`src/rtl/mdio_mgmt_pkg.sv`:
```
package mdio_mgmt_pkg;

  localparam int PHY_AW = 5;
  localparam int REG_AW = 5;
  localparam int NUM_REGS = 1 << REG_AW;

  localparam logic [1:0] OPC_READ  = 2'b10;
  localparam logic [1:0] OPC_WRITE = 2'b01;

  typedef enum logic [3:0] {
    ST_IDLE,
    ST_START,
    ST_HDR,
    ST_RTA1,
    ST_RTA2,
    ST_RDATA,
    ST_WTA1,
    ST_WTA2,
    ST_WDATA
  } mstate_t;

  // strap 00 selects device address 0, anything else selects address 3
  function automatic logic [PHY_AW-1:0] strap_to_phy(input logic [1:0] strap);
    return (strap == 2'b00) ? PHY_AW'(0) : PHY_AW'(3);
  endfunction

  function automatic logic reg_present(input logic [NUM_REGS-1:0] mask,
                                       input logic [REG_AW-1:0] ra);
    return mask[ra];
  endfunction

endpackage

```
`src/rtl/mdio_preamble_det.sv`:
```
module mdio_preamble_det #(
  parameter int PRE_LEN = 32
) (
  input  logic clk,
  input  logic rst_n,
  input  logic hunt,
  input  logic bit_in,
  output logic pre_ok
);
  localparam int CW = $clog2(PRE_LEN + 1);

  logic [CW-1:0] ones_q;

  always_ff @(posedge clk or negedge rst_n) begin
    if (!rst_n)
      ones_q <= '0;
    else if (!hunt || !bit_in)
      ones_q <= '0;
    else if (ones_q != CW'(PRE_LEN))
      ones_q <= ones_q + 1'b1;
  end

  assign pre_ok = (ones_q == CW'(PRE_LEN));

  // once enough ones are seen, further ones keep the count saturated
  assert_preamble_hold_R2: assert property (@(posedge clk) disable iff (!rst_n)
    (hunt && bit_in && pre_ok) |=> pre_ok);

  // leaving the hunt state discards the ones already counted
  assert_preamble_clear_R9: assert property (@(posedge clk) disable iff (!rst_n)
    !hunt |=> !pre_ok);

endmodule

```
`src/rtl/mdio_frame_ctrl.sv`:
```
module mdio_frame_ctrl import mdio_mgmt_pkg::*; #(
  parameter int DATA_W = 16,
  parameter int CNT_W  = 4
) (
  input  logic              clk,
  input  logic              rst_n,
  input  logic              bit_in,
  input  logic              pre_ok,
  input  logic [1:0]        phy_strap,
  output mstate_t           state,
  output logic [CNT_W-1:0]  bit_cnt,
  output logic              hunt,
  output logic [REG_AW-1:0] reg_addr
);
  localparam int HDR_BITS = 2 + PHY_AW + REG_AW;

  mstate_t              state_q;
  logic [CNT_W-1:0]     cnt_q;
  logic [HDR_BITS-2:0]  hdr_q;
  logic [REG_AW-1:0]    ra_q;

  // named internal events
  logic [HDR_BITS-1:0]  hdr_nx;
  logic                 hdr_last;
  logic                 phy_match;
  logic                 rd_hit;
  logic                 wr_hit;
  logic                 data_last;

  assign hdr_nx    = {hdr_q, bit_in};
  assign hdr_last  = (state_q == ST_HDR) && (cnt_q == CNT_W'(HDR_BITS - 1));
  assign phy_match = (hdr_nx[REG_AW +: PHY_AW] == strap_to_phy(phy_strap));
  assign rd_hit    = hdr_last && phy_match && (hdr_nx[HDR_BITS-1 -: 2] == OPC_READ);
  assign wr_hit    = hdr_last && phy_match && (hdr_nx[HDR_BITS-1 -: 2] == OPC_WRITE);
  assign data_last = (cnt_q == CNT_W'(DATA_W - 1));

  always_ff @(posedge clk or negedge rst_n) begin
    if (!rst_n) begin
      state_q <= ST_IDLE;
      cnt_q   <= '0;
      hdr_q   <= '0;
      ra_q    <= '0;
    end else begin
      case (state_q)
        ST_IDLE:  if (pre_ok && !bit_in) state_q <= ST_START;
        ST_START: begin
          cnt_q   <= '0;
          state_q <= bit_in ? ST_HDR : ST_IDLE;
        end
        ST_HDR: begin
          hdr_q <= hdr_nx[HDR_BITS-2:0];
          if (hdr_last) begin
            cnt_q <= '0;
            ra_q  <= hdr_nx[REG_AW-1:0];
            if (rd_hit)      state_q <= ST_RTA1;
            else if (wr_hit) state_q <= ST_WTA1;
            else             state_q <= ST_IDLE;
          end else begin
            cnt_q <= cnt_q + 1'b1;
          end
        end
        ST_RTA1: state_q <= ST_RTA2;
        ST_RTA2: begin
          cnt_q   <= '0;
          state_q <= ST_RDATA;
        end
        ST_RDATA: begin
          if (data_last) state_q <= ST_IDLE;
          else           cnt_q   <= cnt_q + 1'b1;
        end
        ST_WTA1: state_q <= bit_in ? ST_WTA2 : ST_IDLE;
        ST_WTA2: begin
          cnt_q   <= '0;
          state_q <= bit_in ? ST_IDLE : ST_WDATA;
        end
        ST_WDATA: begin
          if (data_last) state_q <= ST_IDLE;
          else           cnt_q   <= cnt_q + 1'b1;
        end
        default: state_q <= ST_IDLE;
      endcase
    end
  end

  assign state    = state_q;
  assign bit_cnt  = cnt_q;
  assign hunt     = (state_q == ST_IDLE);
  assign reg_addr = ra_q;

  // a start pattern is only taken after a full preamble
  assert_start_needs_pre_R2: assert property (@(posedge clk) disable iff (!rst_n)
    (state_q == ST_START) |-> $past(pre_ok));

  // a header that addresses another device returns to hunting
  assert_foreign_addr_R3: assert property (@(posedge clk) disable iff (!rst_n)
    (hdr_last && !phy_match) |=> (state_q == ST_IDLE));

  // a write turnaround that does not start with 1 aborts the frame
  assert_write_ta_R7: assert property (@(posedge clk) disable iff (!rst_n)
    ((state_q == ST_WTA1) && !bit_in) |=> (state_q == ST_IDLE));

endmodule

```
`src/rtl/mdio_xfer_path.sv`:
```
module mdio_xfer_path import mdio_mgmt_pkg::*; #(
  parameter int DATA_W = 16,
  parameter int CNT_W  = 4
) (
  input  logic              clk,
  input  logic              rst_n,
  input  logic              bit_in,
  input  mstate_t           state,
  input  logic [CNT_W-1:0]  bit_cnt,
  input  logic              reg_ok,
  input  logic [DATA_W-1:0] rd_word,
  output logic              mdio_o,
  output logic              mdio_oe,
  output logic [DATA_W-1:0] wr_word,
  output logic              wr_pulse
);
  logic [DATA_W-1:0] tx_q;
  logic [DATA_W-1:0] rx_q;
  logic              out_q;
  logic              oe_q;
  logic              wr_q;

  logic              last_bit;
  logic [DATA_W-1:0] rd_src;
  logic [DATA_W-1:0] rx_nx;

  assign last_bit = (bit_cnt == CNT_W'(DATA_W - 1));
  assign rd_src   = reg_ok ? rd_word : '0;
  assign rx_nx    = {rx_q[DATA_W-2:0], bit_in};

  always_ff @(posedge clk or negedge rst_n) begin
    if (!rst_n) begin
      tx_q  <= '0;
      out_q <= 1'b0;
      oe_q  <= 1'b0;
    end else begin
      case (state)
        ST_RTA1: begin
          oe_q  <= 1'b1;
          out_q <= 1'b0;
        end
        ST_RTA2: begin
          out_q <= rd_src[DATA_W-1];
          tx_q  <= {rd_src[DATA_W-2:0], 1'b0};
        end
        ST_RDATA: begin
          if (last_bit) begin
            oe_q  <= 1'b0;
            out_q <= 1'b0;
          end else begin
            out_q <= tx_q[DATA_W-1];
            tx_q  <= {tx_q[DATA_W-2:0], 1'b0};
          end
        end
        default: begin
          oe_q  <= 1'b0;
          out_q <= 1'b0;
        end
      endcase
    end
  end

  always_ff @(posedge clk or negedge rst_n) begin
    if (!rst_n) begin
      rx_q <= '0;
      wr_q <= 1'b0;
    end else begin
      wr_q <= 1'b0;
      if (state == ST_WDATA) begin
        rx_q <= rx_nx;
        if (last_bit) wr_q <= reg_ok;
      end
    end
  end

  assign mdio_o   = out_q;
  assign mdio_oe  = oe_q;
  assign wr_word  = rx_q;
  assign wr_pulse = wr_q;

  // the line is released at the end of the data field
  assert_release_after_data_R4: assert property (@(posedge clk) disable iff (!rst_n)
    ((state == ST_RDATA) && last_bit) |=> !mdio_oe);

  // a write strobe is a single-cycle pulse
  assert_wr_single_R6: assert property (@(posedge clk) disable iff (!rst_n)
    wr_pulse |=> !wr_pulse);

endmodule

```
`src/rtl/mdio_mgmt_target.sv`:
```
module mdio_mgmt_target import mdio_mgmt_pkg::*; #(
  parameter int                  DATA_W    = 16,
  parameter int                  PRE_LEN   = 32,
  parameter logic [NUM_REGS-1:0] IMPL_MASK = 32'h8800_01FF
) (
  input  logic              mdc,
  input  logic              rst_n,
  input  logic              mdio_i,
  output logic              mdio_o,
  output logic              mdio_oe,
  input  logic [1:0]        phy_strap,
  output logic [REG_AW-1:0] reg_addr,
  output logic [DATA_W-1:0] reg_wdata,
  output logic              reg_wr,
  input  logic [DATA_W-1:0] reg_rdata,
  output logic              reg_rd
);
  localparam int HDR_BITS = 2 + PHY_AW + REG_AW;
  localparam int CNT_MAX  = (DATA_W > HDR_BITS) ? DATA_W : HDR_BITS;
  localparam int CNT_W    = $clog2(CNT_MAX);

  mstate_t          state;
  logic [CNT_W-1:0] bit_cnt;
  logic             hunt;
  logic             pre_ok;
  logic             reg_ok;

  mdio_preamble_det #(.PRE_LEN(PRE_LEN)) pre_i (
    .clk    (mdc),
    .rst_n  (rst_n),
    .hunt   (hunt),
    .bit_in (mdio_i),
    .pre_ok (pre_ok)
  );

  mdio_frame_ctrl #(.DATA_W(DATA_W), .CNT_W(CNT_W)) ctrl_i (
    .clk       (mdc),
    .rst_n     (rst_n),
    .bit_in    (mdio_i),
    .pre_ok    (pre_ok),
    .phy_strap (phy_strap),
    .state     (state),
    .bit_cnt   (bit_cnt),
    .hunt      (hunt),
    .reg_addr  (reg_addr)
  );

  assign reg_ok = reg_present(IMPL_MASK, reg_addr);
  assign reg_rd = (state == ST_RTA2) && reg_ok;

  mdio_xfer_path #(.DATA_W(DATA_W), .CNT_W(CNT_W)) path_i (
    .clk      (mdc),
    .rst_n    (rst_n),
    .bit_in   (mdio_i),
    .state    (state),
    .bit_cnt  (bit_cnt),
    .reg_ok   (reg_ok),
    .rd_word  (reg_rdata),
    .mdio_o   (mdio_o),
    .mdio_oe  (mdio_oe),
    .wr_word  (reg_wdata),
    .wr_pulse (reg_wr)
  );

  // the read strobe lasts one cycle and is followed by a driven data bit
  assert_rd_strobe_R5: assert property (@(posedge mdc) disable iff (!rst_n)
    reg_rd |=> (mdio_oe && !reg_rd));

  // the first driven turnaround bit is zero
  assert_ta_zero_R4: assert property (@(posedge mdc) disable iff (!rst_n)
    $rose(mdio_oe) |-> !mdio_o);

  // the block never writes while it is driving the line
  assert_wr_not_driving_R6: assert property (@(posedge mdc) disable iff (!rst_n)
    reg_wr |-> !mdio_oe);

  // strobes only ever reach implemented registers
  assert_wr_implemented_R8: assert property (@(posedge mdc) disable iff (!rst_n)
    reg_wr |-> IMPL_MASK[reg_addr]);

  // nothing is driven or strobed in the cycle after reset release
  assert_quiet_after_reset_R1: assert property (@(posedge mdc) disable iff (!rst_n)
    $rose(rst_n) |-> (!mdio_oe && !reg_wr && !reg_rd));

endmodule

```
`config.mk`:
```
export PLATFORM = sky130hd
export DESIGN_NAME = mdio_mgmt_target
export DESIGN_NICKNAME = d
export VERILOG_FILES = /design/src/rtl/mdio_mgmt_pkg.sv /design/src/rtl/mdio_preamble_det.sv /design/src/rtl/mdio_frame_ctrl.sv /design/src/rtl/mdio_xfer_path.sv /design/src/rtl/mdio_mgmt_target.sv
export SDC_FILE = /design/constraint.sdc
export NUM_CORES = 1
export LEC_CHECK = 0
export BUFFER_PORTS_ARGS = -buffer_cell sky130_fd_sc_hd__buf_2
export CORE_MARGIN = 5
export CORE_UTILIZATION = 50
export CTS_CLUSTER_SIZE = 10
export DETAILED_ROUTE_END_ITERATION = 10
export PLACE_DENSITY = 0.8
export SLEW_MARGIN = 0
export SYNTH_ARGS = -nofsm -noshare
export SYNTH_HDL_FRONTEND = slang
export SYNTH_SLANG_ARGS = --single-unit
```
`constraint.sdc`:
```
create_clock -name mdc -period 2.3 [get_ports mdc]
set_clock_uncertainty 0.1 [all_clocks]
set_input_delay 0.46 -clock mdc [delete_from_list [all_inputs] [get_ports mdc]]
set_output_delay 0.46 -clock mdc [all_outputs]
set_load 0.02 [all_outputs]
```
# After elaboration in Yosys (flattened, before gate mapping)
# Memory sizes are Yosys's and may differ from the RTL's.
# Cells that the tools add are included.
[word_totals]
regBits = 65
romBits = 32
in_bits = 21
out_inout_bits = 25
wordCells = 82
n_memories = 1
[mem_list]
columns = ["name", "words", "width", "rd", "rd_clocked_by_memory_dff", "wr", "line", "rtl"]
rows = [
  ["(no name shown)", 32, 1, 1, 0, 0, "mdio_mgmt_pkg.sv:29", "return mask[ra];"],
]
[op_classes]
add_sub_neg = 2
magnitude_cmp = 1
n_eq_ne = 21
mux = 25
bitwise = 1
reduce_logical = 21
[ops]
columns = ["op", "count"]
rows = [
  ["two-way mux 16 bit", 2],
  ["case mux 16 bit (2 select lines)", 1],
  ["case mux 4 bit (8 select lines)", 1],
  ["two-way mux 4 bit", 7],
  ["equality test 4 x 3 -> 1 bit, second input constant", 4],
  ["equality test 4 bit, second input constant", 3],
  ["two-way mux 6 bit", 2],
  ["case mux 4 bit (3 select lines)", 1],
  ["equality test 4 x 2 -> 1 bit, second input constant", 2],
  ["!= test 2 x 1 -> 1 bit, second input constant", 4],
  ["AND reduction 2 bit", 4],
  ["adder 6 x 1 -> 6 bit, second input constant", 1],
  ["equality test 6 bit, second input constant", 1],
  ["logical AND 1 bit", 6],
  ["< comparator 5 x 6 -> 1 bit, second input constant", 1],
  ["two-way mux 3 bit", 2],
  ["!= test 6 bit, second input constant", 1],
  ["equality test 5 bit", 1],
  ["two-way mux 1 bit", 5],
  ["adder 4 x 1 -> 4 bit, second input constant", 1],
  ["equality test 4 x 1 -> 1 bit, second input constant", 1],
  ["logical NOT 4 bit", 1],
  ["two-way mux 2 bit", 2],
  ["!= test 2 bit, second input constant", 2],
  ["13 further kinds", 15],
]

# Longest topological paths before layout
# Gate-level depths: netlist (run 1).
[logic_depth]
word_depth = 9
mapped_depth = 7
depth_no_buf = 7

# Cells and area by module
# From an unflattened synthesis (run 1), not the netlist that was laid out.
[hier_totals]
hier_cells = 272
area_unflattened_um2 = 3174.3
[modules_own_cells]
columns = ["module", "instances", "cells_each", "area_per_inst_um2", "seq_area_each_um2"]
rows = [
  ["mdio_xfer_path", 1, 101, 1550.2, 850.8],
  ["mdio_frame_ctrl", 1, 133, 1249.9, 600.6],
  ["mdio_preamble_det", 1, 33, 336.6, 150.1],
  ["mdio_mgmt_target", 1, 5, 37.5, 0.0],
]

# Worst setup path before layout (run 1)
# Ideal clock, no wire load.
[synth_path]
kind = "reg-to-output"
startpoint = "register ctrl_i.ra_q[0] (netlist: ctrl_i.reg_addr[0])"
endpoint = "output reg_rd"
arrival_ps = 1407
required_time_ps = 1740
path_slack_ps = 333
path_stages_with_launch = 4
path_buffers = 0
cell_sequence = "dfrtp_1 o31a_1 o21ai_1 and3_1"
[synth_between]
elab_chain_cells = 3
[synth_rtl]
columns = ["element", "line", "rtl"]
rows = [
  ["from (decl)", "mdio_frame_ctrl.sv:20", "logic [REG_AW-1:0] ra_q;"],
  ["from (signal assigned)", "mdio_frame_ctrl.sv:54", "ra_q <= hdr_nx[REG_AW-1:0];"],
  ["memory (32 x 1 bit)", "--", ""],
  ["two-way mux 1 bit (not written as such)", "mdio_mgmt_pkg.sv:29", ""],
  ["logical AND 1 bit", "mdio_mgmt_target.sv:49", "assign reg_rd = (state == ST_RTA2) && reg_ok;"],
  ["to (decl)", "mdio_mgmt_target.sv:16", "output logic reg_rd"],
]
# Every way passes these cells. The select of a mux whose other input is x is not followed.

# Final worst setup path (run 1)
# Ends and elaborated chain as after synthesis.

==> results of run 1 <==
-- registers in the layout, summed over array words and instances (netlist names) --
register and count:
ctrl_i.state 4, path_i.tx_q 15, pre_i.ones_q 6, ctrl_i.reg_addr 5, path_i.wr_pulse 1, path_i.mdio_o 1, ctrl_i.bit_cnt 4, ctrl_i.hdr_q 11
path_i.mdio_oe 1, path_i.wr_word 16
-- cell usage after synthesis (2+ instances only) --
cell,count,area (sq um)
dfrtp_1,64,1600
mux2_2,31,349
nor2_1,25,93.8
nand2_1,24,90.1
nand3_1,20,100
a31oi_1,14,87.6
buf_2,7,35.0
clkbuf_1,7,26.3
inv_1,7,26.3
nor2b_1,7,43.8
o21ai_0,6,30.0
a21oi_1,4,20.0
and3_1,4,25.0
xnor2_1,4,35.0
and2_1,3,18.8
ha_1,3,37.5
a211oi_1,2,15.0
a22o_1,2,17.5
a22oi_1,2,15.0
a32o_1,2,20.0
nand4_1,2,12.5
nor3_1,2,10.0
nor4_1,2,12.5
o22ai_1,2,12.5
or3_1,2,12.5
or4_1,2,15.0
xor2_1,2,17.5
-- through the flow --
step | hold slack, ns | utilization, % | setup WS [ns] | cell area (sq um) | instances
3_3_place_gp | 0.382 | 56.2 | 0.339 | 3270 | 381
6_report | 0.0252 | 60.0 | 0.122 | 3490 | 396
3_5_place_dp | 0.393 | 56.2 | 0.284 | 3270 | 381
4_1_cts | 0.0397 | 60.0 | 0.0457 | 3490 | 396
5_1_grt | 0.0679 | 60.0 | 0.0265 | 3490 | 396
2_1_floorplan | 0.0644 | - | 0.333 | 2950 | 270
-- worst reg2reg max path: stages (launching register included) --
cell,delay [ns]
dfrtp_1,0.41
ha_1,0.27
and3_1,0.24
a21boi_0,0.25
nor2b_1,0.26
buf_12,0.20
nor2_1,0.07
a31oi_1,0.16
-- power groups by stage --
stage	Sequential (W)	Combinational, W	Clock (W)
3_3_place_gp	0.00128	0.000414	0
2_1_floorplan	0.00124	0.000363	0
6_report	0.00127	0.000427	0.00107
5_1_grt	0.00128	0.000500	0.00114
3_5_place_dp	0.00128	0.000431	0
4_1_cts	0.00126	0.000435	0.00109
-- timing repair --
| action | in CTS | in global routing |
|---|---|---|
| gates resized for setup | 0 | 1 |
| setup buffers | 0 | 0 |
| endpoints found under the setup margin | 0 | 1 |
-- cells by family (layout without fill, tap and decap cells) --
group                      Yosys count  count (layout)  synth area share, %
DFF                                 64              64                 54.4
and+or+nand+nor                     97              97                 16.3
adders and majority gates            3               3                 1.27
xor gates and xnor gates             6               6                 1.78
buffers and inverters               22              73                 3.10
AOI/OAI and AO/OA                   46              46                 11.0
muxes                               32              32                 12.2
-- layer usage --
metal  global-route usage, %  up-vias  share of wire [%]
met1                    23.5     1078                 46
met2                    25.9       48                 48
met5                       0        -                  0
met4                    7.79        0                1.6
met3                    3.99        8                5.1
li1                        -     1057                  -
-- worst max path at each step --
stage | end | slack (ns) | depth (start not counted)
global route | reg_rd | 0.03 | 4
finish | reg_rd | 0.12 | 4
detailed placement | ctrl_i.bit_cnt[0] | 0.28 | 5
global placement | ctrl_i.bit_cnt[0] | 0.34 | 5
floorplan | reg_rd | 0.33 | 3
CTS | reg_rd | 0.05 | 4
-- cell type report --
cell class / instances / share of cell area [%]
Clock buffer: 12 / 4.44
Multi-Input combinational cell: 184 / 35.9
Sequential cell: 64 / 45.9
Timing Repair Buffer: 51 / 8.46
Inverter: 7 / 0.753
Clock inverter: 3 / 1.86
Tap cell: 75 / 2.69
==> results.yml, run 1 <==
power:
  power_frac_comb_pct: 15.5
  powerDensity_mw_per_mm2: 791
  total_power_w: 0.00276
  vdd_drop_max_mv: 0.420
  power_switching_w: 0.000722
  p_int_w: 0.00204
  p_clk_share_pct: 38.6
  p_sw_share_pct: 26.2
  seq_power_share_pct: 45.9
  p_leak_nw: 1.71
grt:
  grt_max_degree: 41
  grt.total_usage_pct: 17.1
  grt_pass1_wl_um: 10100
  antenna_found_initial: 0
  grt-ovfl-total: 0
  grt_pass1_vias: 2101
synth:
  ys_types: 45
  yosysWarningCount: 0
  ys_ff_latch: 64
  syn-mean-instance-area_sq_um: 10.9
  netlist_area_sq_mm: 0.00295
  ys_seq_area_share_pct: 54.4
  synth-edff-count: 0
  syn_nets: 294
  synth_flop_cell: "dfrtp_1"
  synth-async-reset-ratio_pct: 100
  netlist_instances: 270
run_status:
  status: "finished clean"
routing:
  drt_iter0_drc: 115
  drt_pass1_iterations: 4
  wl_per_cell_um: 14.9
  drc: 0
  vias_per_cell: 5.53
  via_count: 2191
  antenna_left: 0
  wl_um: 5900
critical_path:
  startpoint_type: "register"
  crit_chain: "o31a_1 -> o21ai_1 -> and3_1 -> buf_2"
  worstSetupStartpoint: "ctrl_i.reg_addr[0]"
  crit_required_ns: 1.74
  critical_path.slowest_cell: "dfrtp_1"
  ff2ff_setup_slack_ns: 0.26
  critPathTopFamily: "compound AO/OA/AOI/OAI gates"
  crit_path_end_kind: "primary output"
  cp.arrival_ns: 1.62
  critical_path_class: "register to primary output"
  critical-path-max-stage-delay_ns: 0.41
  rr_endpoint: "path_i.tx_q[14]"
  worstPathMaxFanout: 4
  crit_buf_inv: 1
  reg2reg_depth: 7
  worstReg2RegStart: "ctrl_i.bit_cnt[0]"
placement:
  post-dp-hpwl_um: 4060
  gp_congestion: 0.909
  portBuffers: 45
die:
  die_w_um: 86.8
  rows: 28
  die_h_um: 86.8
  start_util_pct: 50.6
  core_area_sq_mm: 0.00582
  dieArea_sq_mm: 0.00753
  ioPinCount: 46
job:
  maxCapViolCount: 0
hold_path:
  min_path_type: "primary input to asynchronous set/reset pin"
sta:
  fin_crit_sh_pct: 94.7
  fmax_mhz: 459
  slew_headroom_pct: 61.3
  setup_tns_ns: 0
  drv_slew: 0
  tightest_slew_ns: 0.581
  post-route-min-period_ns: 2.18
  rsz0062_at_grt: "no"
  finalSetupViolCount: 0
  hold_viol: 0
layout:
  multi_input_area_sq_mm: 0.00125
  fill_cells: 486
  final_nets: 341
  layout_commonest_cell: "dfrtp_1"
  area_growth_pct: 18.5
  drive_gt1_share_pct: 31.5
  diodes: 0
  seq_area_sq_mm: 0.00160
  final_cell_mix: "dfrtp_1, buf_2, mux2_2"
cts:
  numCtsBuffers: 9
  clkSinkCount: 64
  clkTransAtPathRegs_ns: 0.08
  hold_buffers: 0
  clockBufferDepth: 2
  clock-root-buffer: "clkbuf_8"
  htree_num_levels: 3
  clk_latency_ns: 0.33
  cts_tree: "done"
(Power assumes the default switching activity.)
==> run 2, diff against run 1 <==
--- a/config.mk
+++ b/config.mk
@@ -6,11 +6,13 @@
 export NUM_CORES = 1
 export LEC_CHECK = 0
 export BUFFER_PORTS_ARGS = -buffer_cell sky130_fd_sc_hd__buf_2
-export CORE_MARGIN = 5
-export CORE_UTILIZATION = 50
+export CELL_PAD_IN_SITES_DETAIL_PLACEMENT = 0
+export CELL_PAD_IN_SITES_GLOBAL_PLACEMENT = 1
+export CORE_UTILIZATION = 44
 export CTS_CLUSTER_SIZE = 10
 export DETAILED_ROUTE_END_ITERATION = 10
-export PLACE_DENSITY = 0.8
+export GPL_ROUTABILITY_DRIVEN = 1
+export PLACE_DENSITY = 0.87
 export SLEW_MARGIN = 0
 export SYNTH_ARGS = -nofsm -noshare
 export SYNTH_HDL_FRONTEND = slang
==> run 2 against run 1 <==
Net effect:
- the run now ends with DRC left
- clock power about the same
- final cell count up 0.76%
- hold slack worse by 0.0060 ns
- sequential share of layout area down 0.23 points
- core utilization down 5.4 points
- non-clock buffer count unchanged
- final area up 0.50%
- via count down 0.41%
- sequential power about the same
- die area down 6.7%
- highest routed layer unchanged
==> results.yml, run 2 (same netlist as run 1, synthesis figures left out) <==
grt:
  grt_pass1_vias: 2154
  grt_pass1_wl_um: 9660
  grt_max_degree: 65
  antenna_found_initial: 0
  grt-ovfl-total: 0
  grt.total_usage_pct: 17.3
sta:
  hold_viol: 0
  slew_headroom_pct: 65.3
  setup_tns_ns: 0
  finalSetupViolCount: 0
  fin_ws_ns: 0.111
  rsz0062_at_grt: "no"
  post-route-min-period_ns: 2.19
  fmax_mhz: 457
  fin_crit_sh_pct: 95.2
  drv_slew: 0
  tightest_slew_ns: 0.520
run_status:
  violations: "DRC"
  status: "finished with violations"
critical_path:
  cp.arrival_ns: 1.63
  crit_path_end_kind: "primary output"
  critical_path_class: "register to primary output"
  crit_required_ns: 1.74
  startpoint_type: "register"
  reg2reg_depth: 5
  worstPathMaxFanout: 4
hold_path:
  min_path_type: "primary input to asynchronous set/reset pin"
power:
  total_power_w: 0.00279
  powerDensity_mw_per_mm2: 795
  vdd_drop_max_mv: 0.517
  p_leak_nw: 1.70
cts:
  clock-root-buffer: "clkbuf_8"
  numCtsBuffers: 9
  clkTransAtPathRegs_ns: 0.07
  postCtsSetupRepairBufs: 0
  htree_num_levels: 3
  clkSinkCount: 64
  cts_resized: 0
  clockBufferDepth: 2
  hold_buffers: 0
  cts_tree: "done"
  clk_latency_ns: 0.34
die:
  die_h_um: 83.8
  rows: 29
  ioPinCount: 46
  start_util_pct: 45.9
  core_area_sq_mm: 0.00642
  die_w_um: 83.8
  dieArea_sq_mm: 0.00702
routing:
  drc: 10
  drt_pass1_iterations: 7
  dr.max_layer_used: "met4"
  wl_met2_um: 2520
  drt_iter0_drc: 91
  routedLengthMet1_um: 2570
  via_count: 2182
  antenna_left: 0
  wl_per_cell_um: 13.7
  vias_per_cell: 5.47
  wl_met3_um: 283
  wl_um: 5470
layout:
  drive_gt1_share_pct: 32.3
  layout_commonest_cell: "dfrtp_1"
  area_growth_pct: 19.1
  final_cell_mix: "dfrtp_1, buf_2, mux2_2"
  fill_cells: 592
  stdcell_count: 399
  final_nets: 341
  largest_reg_flops: 16
  diodes: 0
placement:
  portBuffers: 45
  dp.cells: 383
  dp_slack_ns: 0.262
  gp_congestion: 0.740
  post-dp-hpwl_um: 3700
job:
  maxCapViolCount: 0
run 2: cell types whose count changed in the layout (fill, tap and decap cells not counted), sizes merged:
cell	previous run	this run
clkbuf	12	10
clkinvlp	0	2
clkinv	1	2
run 2: worst paths after layout:
path                                     from                  to  slack [ns]
setup reg to reg              ctrl_i.state[1]   ctrl_i.bit_cnt[0]        0.26
hold reg to reg            path_i.wr_word[15]  path_i.wr_word[15]        0.40
setup / recovery           ctrl_i.reg_addr[0]              reg_rd        0.11
min in group mdc                 reg_rdata[0]      path_i.tx_q[1]        0.24
max in group asynchronous               rst_n     ctrl_i.state[2]        1.80
hold / removal                          rst_n     ctrl_i.hdr_q[4]        0.02
run 2: final cells by class:
cell class | instances | area (sq um) | area share (%)
Clock buffer | 10 | 138 | 3.92
Clock inverter | 6 | 92.6 | 2.64
Inverter | 7 | 26.3 | 0.749
Multi-Input combinational cell | 184 | 1260 | 35.8
Sequential cell | 64 | 1600 | 45.7
Tap cell | 77 | 96.3 | 2.75
Timing Repair Buffer | 51 | 295 | 8.42
run 2: power by group:
part | total [W] | internal [W] | switching [W]
sequential | 0.00127 | 0.00117 | 0.0000952
clock | 0.00109 | 0.000643 | 0.000448
combinational | 0.000430 | 0.000203 | 0.000227
run 2: metal layers:
metal	up-vias	global-route usage [%]
met5	-	0
met4	0	7.68
met3	11	4.65
met2	49	27.3
met1	1061	22.5
li1	1061	-
run 2: critical path, cell delays in order, from the launching register on:
cell and delay, ns:
dfrtp_1 0.41, o31a_1 0.30, o21ai_1 0.19, and3_4 0.23, buf_2 0.16
run 2: stage by stage:
step	hold slack, ns	util [%]	area, sq um
floorplan	0.0644	-	2950
global placement	0.384	50.9	3270
detailed placement	0.392	50.9	3270
CTS	0.0294	54.5	3500
global route	0.0340	54.6	3510
finish	0.0192	54.6	3510
==> run 3, diff against run 2 <==
--- a/config.mk
+++ b/config.mk
@@ -17,3 +17,4 @@
 export SYNTH_ARGS = -nofsm -noshare
 export SYNTH_HDL_FRONTEND = slang
 export SYNTH_SLANG_ARGS = --single-unit
+export TNS_END_PERCENT = 30
==> constraint.sdc (replaced) <==
create_clock -name mdc -period 2.3 [get_ports mdc]
set_clock_uncertainty 0.1 [all_clocks]
set_input_delay 0.46 -clock mdc [delete_from_list [all_inputs] [get_ports mdc]]
set_output_delay 0.46 -clock mdc [all_outputs]
set_load 0.05 [all_outputs]
==> run 3 against run 2 <==
Net effect:
- the flow still finishes with violations (DRC)
- combinational power rose by 6.3%
- fmax down 0.71%
- final area grew 0.18%
- via count is 0.60% higher
- core utilization rose by 0.097 points
- critical endpoint unchanged
- largest power group unchanged
- wire length increased by 2.8%
- total power up 0.25%
- critical path depth stayed put
- register-to-register slack better by 0.05 ns
- sequential share of layout area fell by 0.081 points
- first-iteration DRC count down 11%
- highest routed layer unchanged
- clock-buffer cell count did not move
==> results.yml, run 3 (same netlist as run 1, synthesis figures left out) <==
cts:
  clock-root-buffer: "clkbuf_8"
  clkTransAtPathRegs_ns: 0.07
  clk_latency_ns: 0.33
  htree_num_levels: 3
  clkSinkCount: 64
  cts_tree: "done"
  clockBufferDepth: 2
  cts_resized: 1
  postCtsSetupRepairBufs: 0
  hold_buffers: 0
  numCtsBuffers: 9
die:
  core_area_sq_mm: 0.00642
  die_w_um: 83.8
  ioPinCount: 46
  die_h_um: 83.8
  start_util_pct: 45.9
  dieArea_sq_mm: 0.00702
  rows: 29
sta:
  post-route-min-period_ns: 2.20
  fin_crit_sh_pct: 95.9
  rsz0062_at_grt: "no"
  drv_slew: 0
  slew_headroom_pct: 64.1
  tightest_slew_ns: 0.539
  setup_tns_ns: 0
  hold_viol: 0
  fin_ws_ns: 0.0951
  fmax_mhz: 454
  finalSetupViolCount: 0
routing:
  wl_per_cell_um: 14.1
  wl_um: 5630
  via_count: 2195
  drt_pass1_iterations: 7
  antenna_left: 0
  drc: 10
  vias_per_cell: 5.49
  drt_iter0_drc: 81
critical_path:
  cp.arrival_ns: 1.64
  crit_path_end_kind: "primary output"
  startpoint_type: "register"
  worstPathMaxFanout: 4
  worstReg2RegStart: "ctrl_i.state[1]"
  critical_path_class: "register to primary output"
  worstSetupStartpoint: "ctrl_i.reg_addr[0]"
  crit_required_ns: 1.74
layout:
  drive_gt1_share_pct: 32.5
  fill_cells: 575
  final_nets: 342
  layout_commonest_cell: "dfrtp_1"
  largest_reg_flops: 16
  diodes: 0
  final_cell_mix: "dfrtp_1, buf_2, mux2_2"
  area_growth_pct: 19.3
hold_path:
  min_path_type: "primary input to asynchronous set/reset pin"
grt:
  grt_pass1_vias: 2088
  grt-ovfl-total: 0
  grt_pass1_wl_um: 9820
  grt_max_degree: 65
  antenna_found_initial: 0
  grt.total_usage_pct: 17.8
placement:
  portBuffers: 45
  post-dp-hpwl_um: 3800
  gp_congestion: 0.754
  dp_slack_ns: 0.256
power:
  vdd_drop_max_mv: 0.410
  p_leak_nw: 1.71
  total_power_w: 0.00279
  powerDensity_mw_per_mm2: 795
run_status:
  violations: "DRC"
  status: "finished with violations"
job:
  maxCapViolCount: 0
-- run 3: through the flow --
step	instances	util, %	instance area [sq um]	hold WS, ns
finish	400	54.7	3510	0.00929
global route	400	54.7	3510	0.0316
CTS	400	54.7	3510	0.0300
detailed placement	384	51.1	3280	0.399
global placement	384	51.1	3280	0.385
floorplan	270	-	2950	0.0644
-- run 3: final timing paths --
| path | end | slack [ns] | depth (start not counted) |
|---|---|---|---|
| max in group asynchronous | path_i.wr_word[9] | 1.79 | 2 |
| max | reg_rd | 0.1 | 4 |
| min reg2reg | ctrl_i.hdr_q[9] | 0.42 | 2 |
| min | ctrl_i.hdr_q[3] | 0.009 | 2 |
| max reg2reg | ctrl_i.bit_cnt[0] | 0.31 | 5 |
| min in group mdc | path_i.tx_q[1] | 0.25 | 3 |
-- run 3: area by class of cell --
class / count / area (sq um) / share of cell area (%)
flip-flops and latches: 64 / 1600 / 45.6
inverters: 7 / 26.3 / 0.748
repair buffers: 52 / 305 / 8.69
clock buffers: 10 / 138 / 3.92
clock inverters: 6 / 92.6 / 2.63
multi-input cells: 184 / 1250 / 35.7
well taps: 77 / 96.3 / 2.74
-- run 3: critical path, stage by stage, from the launching register on --
cell and delay [ns]:
dfrtp_1 0.41, o31a_1 0.32, o21ai_1 0.15, and3_2 0.23
buf_4 0.20
-- run 3: routing by layer --
| metal | vias to the layer above | part of all wire [%] | track usage (%) |
|---|---|---|---|
| li1 | 1065 | - | - |
| met2 | 45 | 47 | 26.4 |
| met4 | 0 | 1.2 | 5.17 |
| met5 | - | 0 | 0 |
| met3 | 7 | 3.8 | 5.74 |
| met1 | 1078 | 48 | 25.1 |
-- run 3: where the power goes --
| part | internal [W] | switching, W | leakage [nW] |
|---|---|---|---|
| combinational | 0.000211 | 0.000246 | 0.788 |
| clock | 0.000643 | 0.000437 | 0.109 |
| sequential | 0.00117 | 0.0000863 | 0.812 |
